File: config.mk
export PLATFORM = sky130hd
export DESIGN_NAME = vsa_sync_align
export DESIGN_NICKNAME = d
export VERILOG_FILES = /design/src/rtl/vsa_pkg.sv /design/src/rtl/vsa_delay_line.sv /design/src/rtl/vsa_ofs_ctrl.sv /design/src/rtl/vsa_sync_align.sv
export SDC_FILE = /design/constraint.sdc
export NUM_CORES = 1
export LEC_CHECK = 0
export CELL_PAD_IN_SITES_DETAIL_PLACEMENT = 1
export CELL_PAD_IN_SITES_GLOBAL_PLACEMENT = 2
export CORE_MARGIN = 2
export CORE_UTILIZATION = 44
export CTS_CLUSTER_DIAMETER = 40
export DETAILED_ROUTE_END_ITERATION = 6
export DONT_BUFFER_PORTS = 1
export HOLD_SLACK_MARGIN = 0.02
export PLACE_DENSITY_LB_ADDON = 0.1
export SYNTH_ARGS = -nofsm -noshare
export SYNTH_HDL_FRONTEND = slang
export SYNTH_HIERARCHICAL = 1
export SYNTH_SLANG_ARGS = --single-unit
File: constraint.sdc
create_clock -name clk -period 3.5 [get_ports clk]
set_input_delay 0.35 -clock clk [delete_from_list [all_inputs] [get_ports clk]]
set_output_delay 0.35 -clock clk [all_outputs]
set_load 0.05 [all_outputs]
File: src/rtl/vsa_pkg.sv
package vsa_pkg;

    typedef struct packed {
        logic hs;
        logic vs;
        logic fid;
    } vsa_sync_t;

endpackage

File: src/rtl/vsa_delay_line.sv
module vsa_delay_line #(
    parameter  int WIDTH = 2,
    parameter  int DEPTH = 256,
    localparam int IDX_W = $clog2(DEPTH)
) (
    input  logic             clk,
    input  logic             rst_n,
    input  logic [WIDTH-1:0] din,
    input  logic [IDX_W-1:0] tap_idx,
    output logic [WIDTH-1:0] dout
);

    logic [WIDTH-1:0] line_d [DEPTH];
    logic [WIDTH-1:0] line_q [DEPTH];

    always_comb begin
        line_d[0] = din;
        for (int i = 1; i < DEPTH; i++) begin
            line_d[i] = line_q[i-1];
        end
    end

    always_ff @(posedge clk) begin
        if (!rst_n) begin
            for (int i = 0; i < DEPTH; i++) begin
                line_q[i] <= '0;
            end
        end else begin
            line_q <= line_d;
        end
    end

    assign dout = line_q[tap_idx];

endmodule

File: src/rtl/vsa_ofs_ctrl.sv
module vsa_ofs_ctrl #(
    parameter int               OFS_W   = 8,
    parameter logic [OFS_W-1:0] RST_OFS = 8'h10
) (
    input  logic             clk,
    input  logic             rst_n,
    input  logic             vs_i,
    input  logic [OFS_W-1:0] ofs_i,
    input  logic             byp_any_i,
    output logic [OFS_W-1:0] tap_o
);

    localparam logic [OFS_W-1:0] BIAS = {1'b1, {(OFS_W-1){1'b0}}};

    typedef struct packed {
        logic             vs_prev;
        logic [OFS_W-1:0] ofs;
    } ctl_t;

    ctl_t ctl_d, ctl_q;
    logic vs_rise;

    always_comb begin
        vs_rise       = vs_i & ~ctl_q.vs_prev;
        ctl_d.vs_prev = vs_i;
        ctl_d.ofs     = vs_rise ? ofs_i : ctl_q.ofs;
        // Adding BIAS to a signed value equals flipping its sign bit.
        if (byp_any_i) begin
            tap_o = BIAS;
        end else begin
            tap_o = {~ctl_q.ofs[OFS_W-1], ctl_q.ofs[OFS_W-2:0]};
        end
    end

    always_ff @(posedge clk) begin
        if (!rst_n) begin
            ctl_q.vs_prev <= 1'b0;
            ctl_q.ofs     <= RST_OFS;
        end else begin
            ctl_q <= ctl_d;
        end
    end

    AST_OFS_LOAD: assert property (@(posedge clk) disable iff (!rst_n)
        (vs_i && !ctl_q.vs_prev) |=> (ctl_q.ofs == $past(ofs_i)));

    AST_OFS_HOLD: assert property (@(posedge clk) disable iff (!rst_n)
        !(vs_i && !ctl_q.vs_prev) |=> $stable(ctl_q.ofs));

endmodule

File: src/rtl/vsa_sync_align.sv
module vsa_sync_align
    import vsa_pkg::*;
#(
    parameter int OFS_W = 8
) (
    input  logic             clk,
    input  logic             rst_n,
    input  logic             hs_i,
    input  logic             vs_i,
    input  logic             fid_i,
    input  logic             hs_raw_i,
    input  logic             vs_raw_i,
    input  logic [OFS_W-1:0] ofs_i,
    input  logic             hs_bp_i,
    input  logic             vs_bp_i,
    input  logic             hs_inv_i,
    input  logic             vs_inv_i,
    output logic             hs_o,
    output logic             vs_o,
    output logic             fid_o
);

    localparam int               VAR_DEPTH = 2 ** OFS_W;
    localparam int               BASE      = VAR_DEPTH / 2;
    localparam int               HS_DEPTH  = BASE + 1;
    localparam int               HS_IDX_W  = $clog2(HS_DEPTH);
    localparam logic [HS_IDX_W-1:0] HS_TAP = HS_IDX_W'(BASE);

    logic [OFS_W-1:0] var_tap;
    logic             hs_dly;
    logic [1:0]       vf_dly;
    vsa_sync_t        out_d, out_q;

    vsa_ofs_ctrl #(
        .OFS_W   (OFS_W),
        .RST_OFS (OFS_W'(16))
    ) i_ofs_ctrl (
        .clk       (clk),
        .rst_n     (rst_n),
        .vs_i      (vs_i),
        .ofs_i     (ofs_i),
        .byp_any_i (hs_bp_i | vs_bp_i),
        .tap_o     (var_tap)
    );

    vsa_delay_line #(
        .WIDTH (1),
        .DEPTH (HS_DEPTH)
    ) i_hs_line (
        .clk     (clk),
        .rst_n   (rst_n),
        .din     (hs_i),
        .tap_idx (HS_TAP),
        .dout    (hs_dly)
    );

    vsa_delay_line #(
        .WIDTH (2),
        .DEPTH (VAR_DEPTH)
    ) i_vf_line (
        .clk     (clk),
        .rst_n   (rst_n),
        .din     ({vs_i, fid_i}),
        .tap_idx (var_tap),
        .dout    (vf_dly)
    );

    always_comb begin
        out_d.hs  = hs_bp_i ? (hs_raw_i ^ hs_inv_i) : hs_dly;
        out_d.vs  = vs_bp_i ? (vs_raw_i ^ vs_inv_i) : vf_dly[1];
        out_d.fid = vf_dly[0];
    end

    always_ff @(posedge clk) begin
        if (!rst_n) begin
            out_q <= '0;
        end else begin
            out_q <= out_d;
        end
    end

    assign hs_o  = out_q.hs;
    assign vs_o  = out_q.vs;
    assign fid_o = out_q.fid;

    AST_HS_BYPASS: assert property (@(posedge clk) disable iff (!rst_n)
        ($past(rst_n) && $past(hs_bp_i)) |->
            (hs_o == ($past(hs_raw_i) != $past(hs_inv_i))));

    AST_VS_BYPASS: assert property (@(posedge clk) disable iff (!rst_n)
        ($past(rst_n) && $past(vs_bp_i)) |->
            (vs_o == ($past(vs_raw_i) != $past(vs_inv_i))));

endmodule

# == After elaboration in Yosys (flattened, before gate mapping) ==
# Cells that the tools add are included.
# totals
reg_bits,653
in_bits,19
out_inout_bits,3
wordCells,404
# op_classes
order_cmp,1
mux,6
bitwise_logic,7
# op_table
cell,n
$bmux W2 S8,1
$ge A9 B9 Y1 const B,1
$not A8 Y9,1
$mux W8,1
$mux W2,2
$mux W1,2
$not A1 Y1,2
$xor A1 B1 Y1,2
$and A1 B1 Y1,1
$or A1 B1 Y1,1

# == Longest topological paths before layout ==
# depth
ltp_word,7
depth_mapped,14
depth_no_buf,10

# == Hierarchy ==
# The synthesis kept the hierarchy.
# modules_own_cells
module,n_inst,cells_each,area_each_um2,seq_area_each_um2
vsa_delay_line (i_vf_line),1,1489,18046.1,10249.8
vsa_delay_line (i_hs_line),1,372,4581.9,2582.5
vsa_ofs_ctrl,1,46,419.2,180.2
vsa_sync_align,1,13,117.6,60.1

# == Worst setup path after synthesis ==
# OpenSTA, ideal clock, no wires.
# synth_timing
kind,input port to flip-flop
startpoint,in vs_bp_i
endpoint,"reg out_q, in the netlist vs_o"
arrival_time_ps,2639
required_ps,3381
path_slack_ps,742
stages,12
n_path_buf,2
path_cell_list,or2_2 > nor2b_1 > buf_6 > buf_4 > mux4_2 > a22o_1 > a221oi_1 > nor3b_1 > nor3_1 > nor3_2 > o21ai_0 > a21oi_1
# synth_between
elab_chain_cells,7
# synth_rtl
element,line_no,text
start: declaration,vsa_sync_align.sv:15,"input logic vs_bp_i,"
$or A1 B1 Y1,vsa_sync_align.sv:42,".byp_any_i (hs_bp_i | vs_bp_i),"
$mux W8,vsa_ofs_ctrl.sv:28,if (byp_any_i) begin
named net var_tap[0],vsa_sync_align.sv:29,logic [OFS_W-1:0] var_tap;
$not A8 Y9 (not written as such),vsa_delay_line.sv:33,assign dout = line_q[tap_idx];
$bmux W2 S8,vsa_delay_line.sv:33,
$mux W2 (not written as such) (2 in series),vsa_delay_line.sv:33,
named net vf_dly[1],vsa_sync_align.sv:31,logic [1:0] vf_dly;
$mux W1,vsa_sync_align.sv:70,out_d.vs = vs_bp_i ? (vs_raw_i ^ vs_inv_i) : vf_dly[1];
end signal: assignment,vsa_sync_align.sv:78,out_q <= out_d;
end: declaration,vsa_sync_align.sv:32,"vsa_sync_t out_d, out_q;"
# The timed path passes the listed nets, and every way through them passes these cells. The select of a mux whose other input is x is not followed.
# A chain may end at the register's enable or synchronous reset.

==> flow_metrics.py <==
metrics = {
    "setup_path": {
        "cp-start-kind": "register",
        "arrival_ns": 3.71,
        "r2r_setup_slack_ns": 0.30,
        "worstRegToRegCells": 11,
        "path_buf_inv": 3,
        "required_ns": 4.02,
        "max_stage_delay_ns": 0.53,
        "crit_chain": "nor2b_4, buf_4, buf_12, mux4_2, a22o_1, o41ai_1, buf_4, a21oi_1, o21ai_1, nor3_2, and2_1",
        "critical-path-top-delay-family": "compound AO/OA/AOI/OAI gates",
        "slowest_stage": "mux4_2",
        "endpoint_kind": "register",
        "r2r_start": "i_ofs_ctrl/ctl_q[1]$_SDFFE_PN0P_",
        "worstSetupPathType": "register to register",
        "timing.rr.end": "fid_o$_SDFF_PN0_",
        "startpoint": "i_ofs_ctrl/ctl_q[1]$_SDFFE_PN0P_",
        "worst-path-max-fanout": 27,
        "cpMostUsedCell": "buf_4",
    },
    "clock_tree": {
        "post_cts_buffers": 0,
        "ctsResizeCount": 0,
        "numCtsBuffers": 99,
        "clk_latency_ns": 0.65,
        "cts_tree": "built",
        "postCtsHoldBufs": 382,
        "clock_path_buffers": 3,
        "h-tree-depth": 3,
        "cts_root_buffer": "clkbuf_16",
        "clk_pin_slew_ns": 0.06,
        "clock_sinks": 653,
    },
    "hold_path": {
        "whs_path_depth": 1,
        "min_to": "i_vf_line/line_d[412]$_SDFF_PN0_",
        "worstHoldStart": "rst_n",
        "hold_path_class": "primary input to register",
    },
    "place": {
        "numPortBuffers": 0,
        "dp_hpwl_um": 31680,
        "dpl_worst_slack_ns": 0.02619,
        "gp_congestion": 0.7486,
    },
    "power": {
        "p_sw_share_pct": 21.95,
        "total_power_mw": 18.27,
        "p_switching_mw": 4.011,
        "comb_power_share_pct": 1.8,
        "power.leakage_nw": 13.08,
        "clockPowerShare_pct": 57.3,
        "p_per_area_nw_per_um2": 583.8,
        "internal_power_mw": 14.26,
        "ir_drop_uv": 425.6,
        "p_seq_share_pct": 40.9,
    },
    "timing": {
        "worst_pin_slew_ns": 1.042,
        "setup_viol": 0,
        "final-hold-violation-count": 0,
        "grt_setup_unrepaired": "false",
        "slew_violations": 0,
        "finalWorstSetupSlack_ns": 0.3028,
        "period_share_pct": 91.35,
        "max_freq_mhz": 312.8,
        "slew_headroom_pct": 30.54,
        "layout_min_cycle_time_ns": 3.197,
        "fin_worst_skew_ns": 0.02215,
        "setup_tns_ns": 0,
    },
    "logic_synthesis": {
        "ys_seq_area_share_pct": 56.43,
        "syn_avg_cell_area_sq_um": 12.06,
        "synth.area.top_cells": "dfxtp_1 (56%), and2_1 (17%), mux4_2 (11%)",
        "synth_edf_count": 0,
        "synth_area_sq_um": 23160,
        "synth_ff_type": "dfxtp_1",
        "synth.distinct_cells": 55,
        "synth_top_area_share_pct": 56.43,
        "yosysTopAreaCell": "dfxtp_1",
        "synthArstFlopShare_pct": 0,
        "synth_seq_cells": 653,
        "yosys_warnings": 6,
        "synth_common_cells": "dfxtp_1 (653), and2_1 (646), mux2i_1 (114), mux4_2 (110), clkbuf_1 (84)",
        "synth_most_common_cell": "dfxtp_1",
        "synthCells": 1920,
    },
    "floorplan": {
        "die_height_um": 233.5,
        "initial_core_util_pct": 44.26,
        "coreArea_sq_um": 52340,
        "ios": 22,
        "rows": 84,
        "die_w_um": 233.5,
        "fp.dieArea_sq_um": 54500,
    },
    "layout": {
        "layout.nets": 2364,
        "final_util_pct": 59.80,
        "drive_gt1_share_pct": 14.72,
        "syn2layout_area_growth_pct": 35.12,
    },
    "drt": {
        "avgRoutedWirePerCell_um": 19.40,
        "drt_iter0_drc": 668,
        "drt-vias-per-instance": 4.971,
        "drc_errors": 0,
        "finalWirelength_um": 60410,
        "ant_nets": 0,
        "vias": 15480,
        "dr.pass1.iters": 5,
    },
    "global_route": {
        "grt_start_max_net_pins": 370,
        "antenna_found_initial": 0,
        "grt_pass1_vias": 17630,
        "overflow": 0,
        "gr-usage-all-layers_pct": 23.01,
        "grt_first_pass_wirelength_um": 97790,
    },
    "run": {
        "cap_viol_max_count": 0,
    },
    "outcome": {
        "status": "finished, final reports clean",
    },
}
cell usage in the layout (no fill, tap or decap), types with 5 or more instances in the layout:
| cell | count |
|---|---|
| dfxtp_1 | 653 |
| and2_1 | 646 |
| dlygate4sd3_1 | 381 |
| mux2i_1 | 114 |
| mux4_2 | 110 |
| clkbuf_16 | 100 |
| buf_4 | 50 |
| o22ai_1 | 35 |
| nand2_1 | 29 |
| conb_1 | 22 |
| nor2_1 | 21 |
| bufinv_16 | 16 |
| a22o_1 | 16 |
| a22oi_1 | 16 |
| clkinvlp_4 | 15 |
| nor4_1 | 13 |
| o21ai_0 | 12 |
| nor2b_1 | 12 |
| a21oi_1 | 11 |
| inv_6 | 11 |
| nand3_1 | 11 |
| clkinv_4 | 10 |
| clkinv_2 | 10 |
| clkbuf_8 | 9 |
| nor3_1 | 7 |
| nand2b_1 | 6 |
| nand4_1 | 6 |
| buf_12 | 6 |
| clkbuf_1 | 5 |
| a221oi_1 | 5 |
| nand3b_1 | 5 |
power groups by stage:
stage | Combinational (mW) | Sequential [mW] | Clock (mW)
final | 0.334 | 7.47 | 10.5
after global routing | 0.363 | 7.47 | 11.0
after CTS | 0.319 | 7.47 | 10.6
after detailed placement | 0.238 | 7.63 | 0
after global placement | 0.236 | 7.63 | 0
after floorplan | 0.257 | 7.62 | 0
flip-flops by register name, summed over array words and instances (netlist names):
name and cells:
i_vf_line/line_q 2, i_hs_line/line_q 1, i_ofs_ctrl/ctl_q 9, fid_o 1
i_hs_line/line_d 128, i_vf_line/line_d 510, hs_o 1, vs_o 1
layer usage:
layer  GRT usage (%)  vias up  wire (um)  share of wire (%)
met5               0        -          0                  0
met3           4.419      120       2113                3.5
met1           28.35     7745      26270                 43
met4           7.832        0       1706                2.8
met2           40.24      243      30320                 50
li1                -     7371          -                  -
cell type report:
type | instances | area, sq um
repair buffers | 438 | 4337
fillers | 5215 | 21040
well taps | 688 | 860.8
flip-flops and latches | 653 | 13070
inverters | 4 | 15.01
multi-input cells | 1149 | 9442
clock inverters | 67 | 925.9
clock buffers | 114 | 2645
diodes | 1 | 2.502
metrics by stage:
step                area (sq um)  std cells  hold slack [ns]
finish                     31300       3114           0.3592
global route               31300       3113           0.1208
CTS                        31300       3113          0.04796
detailed placement         23890       2550           0.4394
global placement           23890       2550           0.4267
floorplan                  23240       1940           0.4208
worst max path at each step:
stage / endpoint / slack, ns / cells after the start
finish: fid_o$_SDFF_PN0_ / 0.30 / 11
global route: fid_o$_SDFF_PN0_ / 0.16 / 11
CTS: fid_o$_SDFF_PN0_ / 0.35 / 11
detailed placement: fid_o$_SDFF_PN0_ / 0.03 / 12
global placement: fid_o$_SDFF_PN0_ / -0.01 / 12
floorplan: vs_o$_SDFF_PN0_ / 0.74 / 12
cells by family after synthesis:
group / count (synthesis) / synth area share (%)
AO/OA/AOI/OAI: 122 / 3.705
XOR/XNOR: 2 / 0.07563
buffers and inverters: 138 / 3.241
flip-flops: 653 / 56.43
multiplexers: 227 / 15.96
other: 2 / 0.03242
AND/OR/NAND/NOR: 776 / 20.55
Note: power is estimated with default switching activity, not from simulation.
